**src/rtl/a2b_pkg.sv**
```systemverilog
package a2b_pkg;

  typedef enum logic [1:0] {
    ST_IDLE = 2'd0,
    ST_RUN  = 2'd1,
    ST_OUT  = 2'd2
  } conv_state_e;

  // Random bits needed per lane: two reshare words, one refresh word,
  // and two bits per adder step.
  function automatic int rnd_per_lane(input int w);
    return 5 * w;
  endfunction

  // Two-share masked AND. Returns {z1, z0}, where z0 ^ z1 == (x0^x1) & (y0^y1).
  function automatic logic [1:0] dom_and(input logic x0, input logic x1,
                                         input logic y0, input logic y1,
                                         input logic r);
    logic z0, z1;
    z0 = (x0 & y0) ^ ((x0 & y1) ^ r);
    z1 = (x1 & y1) ^ ((x1 & y0) ^ r);
    return {z1, z0};
  endfunction

endpackage

```
**src/rtl/a2b_reshare.sv**
```systemverilog
module a2b_reshare #(
  parameter int W = 32
) (
  input  logic [W-1:0] a0_i,
  input  logic [W-1:0] a1_i,
  input  logic [W-1:0] r0_i,
  input  logic [W-1:0] r1_i,
  output logic [W-1:0] x0_o,
  output logic [W-1:0] x1_o,
  output logic [W-1:0] y0_o,
  output logic [W-1:0] y1_o
);
  // Each arithmetic share gets a Boolean masking of its own.
  assign x0_o = a0_i ^ r0_i;
  assign x1_o = r0_i;
  assign y0_o = a1_i ^ r1_i;
  assign y1_o = r1_i;
endmodule

```
**src/rtl/a2b_ctrl.sv**
```systemverilog
module a2b_ctrl
  import a2b_pkg::*;
#(
  parameter int W = 32
) (
  input  logic clk_i,
  input  logic rst_ni,
  input  logic start_i,
  output logic load_o,
  output logic step_o,
  output logic out_load_o,
  output logic busy_o,
  output logic done_o
);
  localparam int CW = (W > 1) ? $clog2(W) : 1;

  conv_state_e   state_q;
  logic [CW-1:0] cnt_q;
  logic          last_step;

  assign load_o     = start_i && (state_q == ST_IDLE);
  assign step_o     = (state_q == ST_RUN);
  assign last_step  = step_o && (cnt_q == CW'(W - 1));
  assign out_load_o = (state_q == ST_OUT);
  assign busy_o     = (state_q != ST_IDLE);

  always_ff @(posedge clk_i or negedge rst_ni) begin
    if (!rst_ni) begin
      state_q <= ST_IDLE;
      cnt_q   <= '0;
      done_o  <= 1'b0;
    end else begin
      done_o <= out_load_o;
      unique case (state_q)
        ST_IDLE: if (load_o) begin
          state_q <= ST_RUN;
          cnt_q   <= '0;
        end
        ST_RUN: begin
          cnt_q <= cnt_q + 1'b1;
          if (last_step) state_q <= ST_OUT;
        end
        ST_OUT:  state_q <= ST_IDLE;
        default: state_q <= ST_IDLE;
      endcase
    end
  end

  a_r5_done_pulse: assert property (@(posedge clk_i) disable iff (!rst_ni)
    done_o |=> !done_o);
  a_r3_done_after_out: assert property (@(posedge clk_i) disable iff (!rst_ni)
    done_o |-> $past(out_load_o));
  a_r4_busy_clear_on_done: assert property (@(posedge clk_i) disable iff (!rst_ni)
    done_o |-> !busy_o);
  a_r6_start_ignored: assert property (@(posedge clk_i) disable iff (!rst_ni)
    (step_o && start_i && !last_step) |=> (step_o && !load_o));
endmodule

```
**src/rtl/masked_serial_adder.sv**
```systemverilog
module masked_serial_adder
  import a2b_pkg::*;
#(
  parameter int W = 32
) (
  input  logic           clk_i,
  input  logic           rst_ni,
  input  logic           load_i,
  input  logic           step_i,
  input  logic [W-1:0]   x0_i,
  input  logic [W-1:0]   x1_i,
  input  logic [W-1:0]   y0_i,
  input  logic [W-1:0]   y1_i,
  input  logic [2*W-1:0] rnd_i,
  output logic [W-1:0]   s0_o,
  output logic [W-1:0]   s1_o
);
  logic [W-1:0]   xs0_q, xs1_q, ys0_q, ys1_q;
  logic [2*W-1:0] rs_q;
  logic           c0_q, c1_q;
  logic           sum0, sum1;
  logic [1:0]     gen_sh, prop_sh;
  logic           p0, p1;

  // Sum bit and carry update for the current bit position, all in shares.
  always_comb begin
    p0      = xs0_q[0] ^ ys0_q[0];
    p1      = xs1_q[0] ^ ys1_q[0];
    sum0    = p0 ^ c0_q;
    sum1    = p1 ^ c1_q;
    gen_sh  = dom_and(xs0_q[0], xs1_q[0], ys0_q[0], ys1_q[0], rs_q[0]);
    prop_sh = dom_and(c0_q, c1_q, p0, p1, rs_q[1]);
  end

  always_ff @(posedge clk_i or negedge rst_ni) begin
    if (!rst_ni) begin
      xs0_q <= '0; xs1_q <= '0; ys0_q <= '0; ys1_q <= '0;
      rs_q  <= '0; c0_q  <= 1'b0; c1_q <= 1'b0;
      s0_o  <= '0; s1_o  <= '0;
    end else if (load_i) begin
      xs0_q <= x0_i; xs1_q <= x1_i; ys0_q <= y0_i; ys1_q <= y1_i;
      rs_q  <= rnd_i; c0_q  <= 1'b0; c1_q <= 1'b0;
      s0_o  <= '0; s1_o  <= '0;
    end else if (step_i) begin
      xs0_q <= xs0_q >> 1; xs1_q <= xs1_q >> 1;
      ys0_q <= ys0_q >> 1; ys1_q <= ys1_q >> 1;
      rs_q  <= rs_q >> 2;
      c0_q  <= gen_sh[0] ^ prop_sh[0];
      c1_q  <= gen_sh[1] ^ prop_sh[1];
      s0_o  <= {sum0, s0_o[W-1:1]};
      s1_o  <= {sum1, s1_o[W-1:1]};
    end
  end

  a_r1_carry_clear_after_load: assert property (@(posedge clk_i) disable iff (!rst_ni)
    load_i |=> (c0_q == c1_q));
endmodule

```
**src/rtl/a2b_vec_conv.sv**
```systemverilog
module a2b_vec_conv
  import a2b_pkg::*;
#(
  parameter int LANES = 4,
  parameter int W     = 32
) (
  input  logic                                 clk_i,
  input  logic                                 rst_ni,
  input  logic                                 start_i,
  input  logic [LANES*W-1:0]                   a0_i,
  input  logic [LANES*W-1:0]                   a1_i,
  input  logic [LANES*rnd_per_lane(W)-1:0]     rnd_i,
  output logic                                 busy_o,
  output logic                                 done_o,
  output logic [LANES*W-1:0]                   b0_o,
  output logic [LANES*W-1:0]                   b1_o
);
  localparam int RW = rnd_per_lane(W);

  logic load, step, out_load;

  a2b_ctrl #(.W(W)) u_ctrl (
    .clk_i      (clk_i),
    .rst_ni     (rst_ni),
    .start_i    (start_i),
    .load_o     (load),
    .step_o     (step),
    .out_load_o (out_load),
    .busy_o     (busy_o),
    .done_o     (done_o)
  );

  for (genvar l = 0; l < LANES; l++) begin : g_lane
    logic [W-1:0] x0, x1, y0, y1, s0, s1;
    logic [W-1:0] refresh_q;

    a2b_reshare #(.W(W)) u_reshare (
      .a0_i (a0_i[l*W +: W]),
      .a1_i (a1_i[l*W +: W]),
      .r0_i (rnd_i[l*RW +: W]),
      .r1_i (rnd_i[l*RW + W +: W]),
      .x0_o (x0),
      .x1_o (x1),
      .y0_o (y0),
      .y1_o (y1)
    );

    masked_serial_adder #(.W(W)) u_add (
      .clk_i  (clk_i),
      .rst_ni (rst_ni),
      .load_i (load),
      .step_i (step),
      .x0_i   (x0),
      .x1_i   (x1),
      .y0_i   (y0),
      .y1_i   (y1),
      .rnd_i  (rnd_i[l*RW + 3*W +: 2*W]),
      .s0_o   (s0),
      .s1_o   (s1)
    );

    always_ff @(posedge clk_i or negedge rst_ni) begin
      if (!rst_ni) begin
        refresh_q       <= '0;
        b0_o[l*W +: W]  <= '0;
        b1_o[l*W +: W]  <= '0;
      end else begin
        if (load) refresh_q <= rnd_i[l*RW + 2*W +: W];
        if (out_load) begin
          b0_o[l*W +: W] <= s0 ^ refresh_q;
          b1_o[l*W +: W] <= s1 ^ refresh_q;
        end
      end
    end
  end

  a_r7_hold_outputs: assert property (@(posedge clk_i) disable iff (!rst_ni)
    !out_load |=> ($stable(b0_o) && $stable(b1_o)));
  a_r4_busy_until_done: assert property (@(posedge clk_i) disable iff (!rst_ni)
    (busy_o && !out_load) |=> busy_o);
endmodule

```
**config.mk**
```make
export PLATFORM = sky130hd
export DESIGN_NAME = a2b_vec_conv
export DESIGN_NICKNAME = d
export VERILOG_FILES = /design/src/rtl/a2b_pkg.sv /design/src/rtl/a2b_reshare.sv /design/src/rtl/a2b_ctrl.sv /design/src/rtl/masked_serial_adder.sv /design/src/rtl/a2b_vec_conv.sv
export SDC_FILE = /design/constraint.sdc
export NUM_CORES = 2
export LEC_CHECK = 0
export BUFFER_PORTS_ARGS = -buffer_cell sky130_fd_sc_hd__buf_2
export CORE_AREA = 4 4 445 447
export DETAILED_ROUTE_END_ITERATION = 6
export DIE_AREA = 0 0 449 451
export GPL_ROUTABILITY_DRIVEN = 1
export PLACE_DENSITY = 0.51
export SLEW_MARGIN = 10
export SYNTH_ARGS = -nofsm -noshare
export SYNTH_HDL_FRONTEND = slang
export SYNTH_SLANG_ARGS = --single-unit
export TNS_END_PERCENT = 20
```
**constraint.sdc**
```tcl
create_clock -name clk_i -period 3.7 [get_ports clk_i]
set_clock_uncertainty 0.05 [all_clocks]
set_input_delay 0.74 -clock clk_i [delete_from_list [all_inputs] [get_ports clk_i]]
set_output_delay 0.74 -clock clk_i [all_outputs]
set_load 0.005 [all_outputs]
```
==> flow_metrics.tcl <==
set metrics [dict create \
    status "finished clean" \
    tightest_slew_ns 0.916 \
    final_area_um2 75500 \
    layout-drive-gt1-share_pct 21.0 \
    power-per-cell-area_nw_per_um2 848 \
    hold_class "in -> reg" \
    cts_hold_buf 1 \
    worstPathRequired_ns 2.91 \
    cts_setup_buffers 0 \
    max_freq_ghz 0.393 \
    crit_path_end_kind "primary output" \
    drc 0 \
    clockBufferDepth 3 \
    grt_use_total_pct 21.2 \
    ys_types 30 \
    synth_area_um2 61100 \
    largest_register_ff_count 256 \
    power_leakage_uw 0.0372 \
    rows 162 \
    clkTransAtPathRegs_ns 0.06 \
    pin_count 1157 \
    setup_violations 0 \
    grt_max_degree 168 \
    die_x_um 449 \
    area_delta_synth_final_pct 23.6 \
    h-tree-depth 4 \
    maxSlewViolCount 0 \
    ys_ff_latch 1424 \
    yosysSeqAreaShare_pct 58.3 \
    dp.cells 9607 \
    ant_nets 0 \
    start_util_pct 31.4 \
    finalCriticalPeriod_ns 2.55 \
    dpl_cell_area_um2 69700 \
    top_register "g_lane.u_add.rs_q" \
    worst-setup-path-type "reg -> out" \
    vdd_ir_drop_max_mv 0.469 \
    stdcell_count 9980 \
    firstDrtPassIters 6 \
    final_cell_mix "nand2_1, dfrtp_1, buf_2" \
    syn_avg_cell_area_um2 9.81 \
    drtIter0Drc 4295 \
    cts_tree "yes" \
    die_area_um2 202000 \
    synth_top_area_share_pct 58.3 \
    slew_headroom_pct 39.0 \
    die_h_um 451 \
    num-fill-cells 19400 \
    crit_path_max_fanout 6 \
    cts_buffers 163 \
    clock_latency_ns 0.79 \
    grt_pass1_wl_um 328000 \
    hpwl_um 161000 \
    worstPathArrival_ns 1.76 \
    nets 8148 \
    vias_per_cell 4.99 \
    synth_nets 7141 \
    grt_overflow 0 \
    ctsResizeCount 0 \
    synth.area.top_cells "dfrtp_1, nand2_1, xnor2_1, a22oi_1, a221o_1" \
    rsz0062_at_grt "false" \
    fin_crit_sh_pct 68.8 \
    final_common_cell "nand2_1" \
    grt_pass1_vias 49400 \
    cts_sinks 1424 \
    clockRootBuffer "clkbuf_16" \
    tns_ns 0 \
    cap_violations 0 \
    yosysTopAreaCell "dfrtp_1" \
    wl_um 222000 \
    wl_per_cell_um 22.2 \
    routabilityCongestion 0.884 \
    ys.warnings.count 0 \
    vias 49800 \
    crit_path_start_kind "flop" \
    io_buffers 1156 \
    netlist_instances 6224 \
    antenna_found_initial 171 \
    hold_viol 0 \
    core_um2 194000 \
]
==> worst max-delay path, cell delays in order (launching register included) <==
cell and delay, ns:
dfrtp_1 0.50, or2_2 0.34, buf_2 0.15
==> synth_stat cells, drive strengths merged <==
| cell type | number |
|---|---|
| nor3b | 1 |
| xor2 | 13 |
| nand3 | 283 |
| nor2b | 1 |
| xnor3 | 8 |
| nand2b | 2 |
| o22ai | 4 |
| a21oi | 4 |
| a31oi | 29 |
| a22oi | 480 |
| nand4 | 1 |
| and3 | 1 |
| o21ai | 273 |
| ha | 18 |
| clkbuf | 162 |
| xnor2 | 511 |
| nand2 | 2221 |
| and2 | 1 |
| a22o | 4 |
| a221o | 239 |
| or2 | 1 |
| inv | 5 |
| or3b | 1 |
| nor2 | 266 |
| dfrtp | 1424 |
| buf | 271 |
==> final timing paths <==
path | end | slack, ns | cells past startpoint | start
setup reg to reg | g_lane[3].u_add.rs_q[44]$_DFFE_PN0P_ | 1.33 | 5 | u_ctrl.state_q[0]$_DFFE_PN0P_
min in group asynchronous | g_lane[1].u_add.s0_o[6]$_DFFE_PN0P_ | 0.57 | 2 | rst_ni
hold / removal | g_lane[0].u_add.rs_q[63]$_DFFE_PN0P_ | 0.09 | 3 | rnd_i[159]
setup / recovery | busy_o | 1.15 | 2 | u_ctrl.state_q[1]$_DFFE_PN0P_
hold reg to reg | g_lane[2].u_add.xs1_q[5]$_DFFE_PN0P_ | 0.41 | 2 | g_lane[2].u_add.xs1_q[6]$_DFFE_PN0P_
max in group asynchronous | g_lane[2].u_add.rs_q[50]$_DFFE_PN0P_ | 1.89 | 3 | rst_ni
==> per-layer routing <==
| layer | GRT usage [%] | vias up | part of all wire [%] |
|---|---|---|---|
| met5 | 0 | - | 0.17 |
| met4 | 7.67 | 62 | 3.3 |
| met3 | 4.96 | 472 | 5.9 |
| met2 | 34.9 | 1495 | 48 |
| met1 | 27.3 | 24800 | 42 |
| li1 | - | 23000 | - |
==> final cells by class <==
cell class,instances,area [um2],share of cell area (%)
well taps,2542,3180,4.21
repair buffers,1275,7430,9.85
multi-input cells,4362,23500,31.1
clock buffers,229,4710,6.24
inverters,5,18.8,0.0249
clock inverters,62,836,1.11
flip-flops and latches,1424,35600,47.2
diodes,81,203,0.269
==> kinds of logic (layout without fill, tap and decap cells) <==
group	after synthesis	after routing	share of synthesized area (%)
DFF	1424	1424	58.3
other	0	81	0
and+or+nand+nor	2779	2779	17.7
AOI/OAI and AO/OA	1033	1033	12.5
adders and majority gates	18	18	0.369
buffers and inverters	438	1571	3.27
xor gates and xnor gates	532	532	7.81
==> power breakdown <==
part / internal [uW] / switching, uW / total, uW
clock: 9840 / 6900 / 16700
sequential: 21900 / 4900 / 26800
combinational: 8810 / 11700 / 20500
total: 40500 / 23500 / 64000
==> through the flow <==
| stage | worst slack (ns) | hold slack [ns] | utilization, % | total power, uW |
|---|---|---|---|---|
| 2_1_floorplan | 1.78 | 0.394 | - | 40300 |
| 3_3_place_gp | 1.09 | 0.408 | 35.9 | 47300 |
| 3_5_place_dp | 1.02 | 0.413 | 35.9 | 47800 |
| 4_1_cts | 1.05 | 0.00199 | 38.8 | 64900 |
| 5_1_grt | 1.04 | 0.0243 | 38.8 | 68600 |
| 6_report | 1.15 | 0.0874 | 38.9 | 64000 |
No activity file was read; power rests on OpenSTA's default activity.
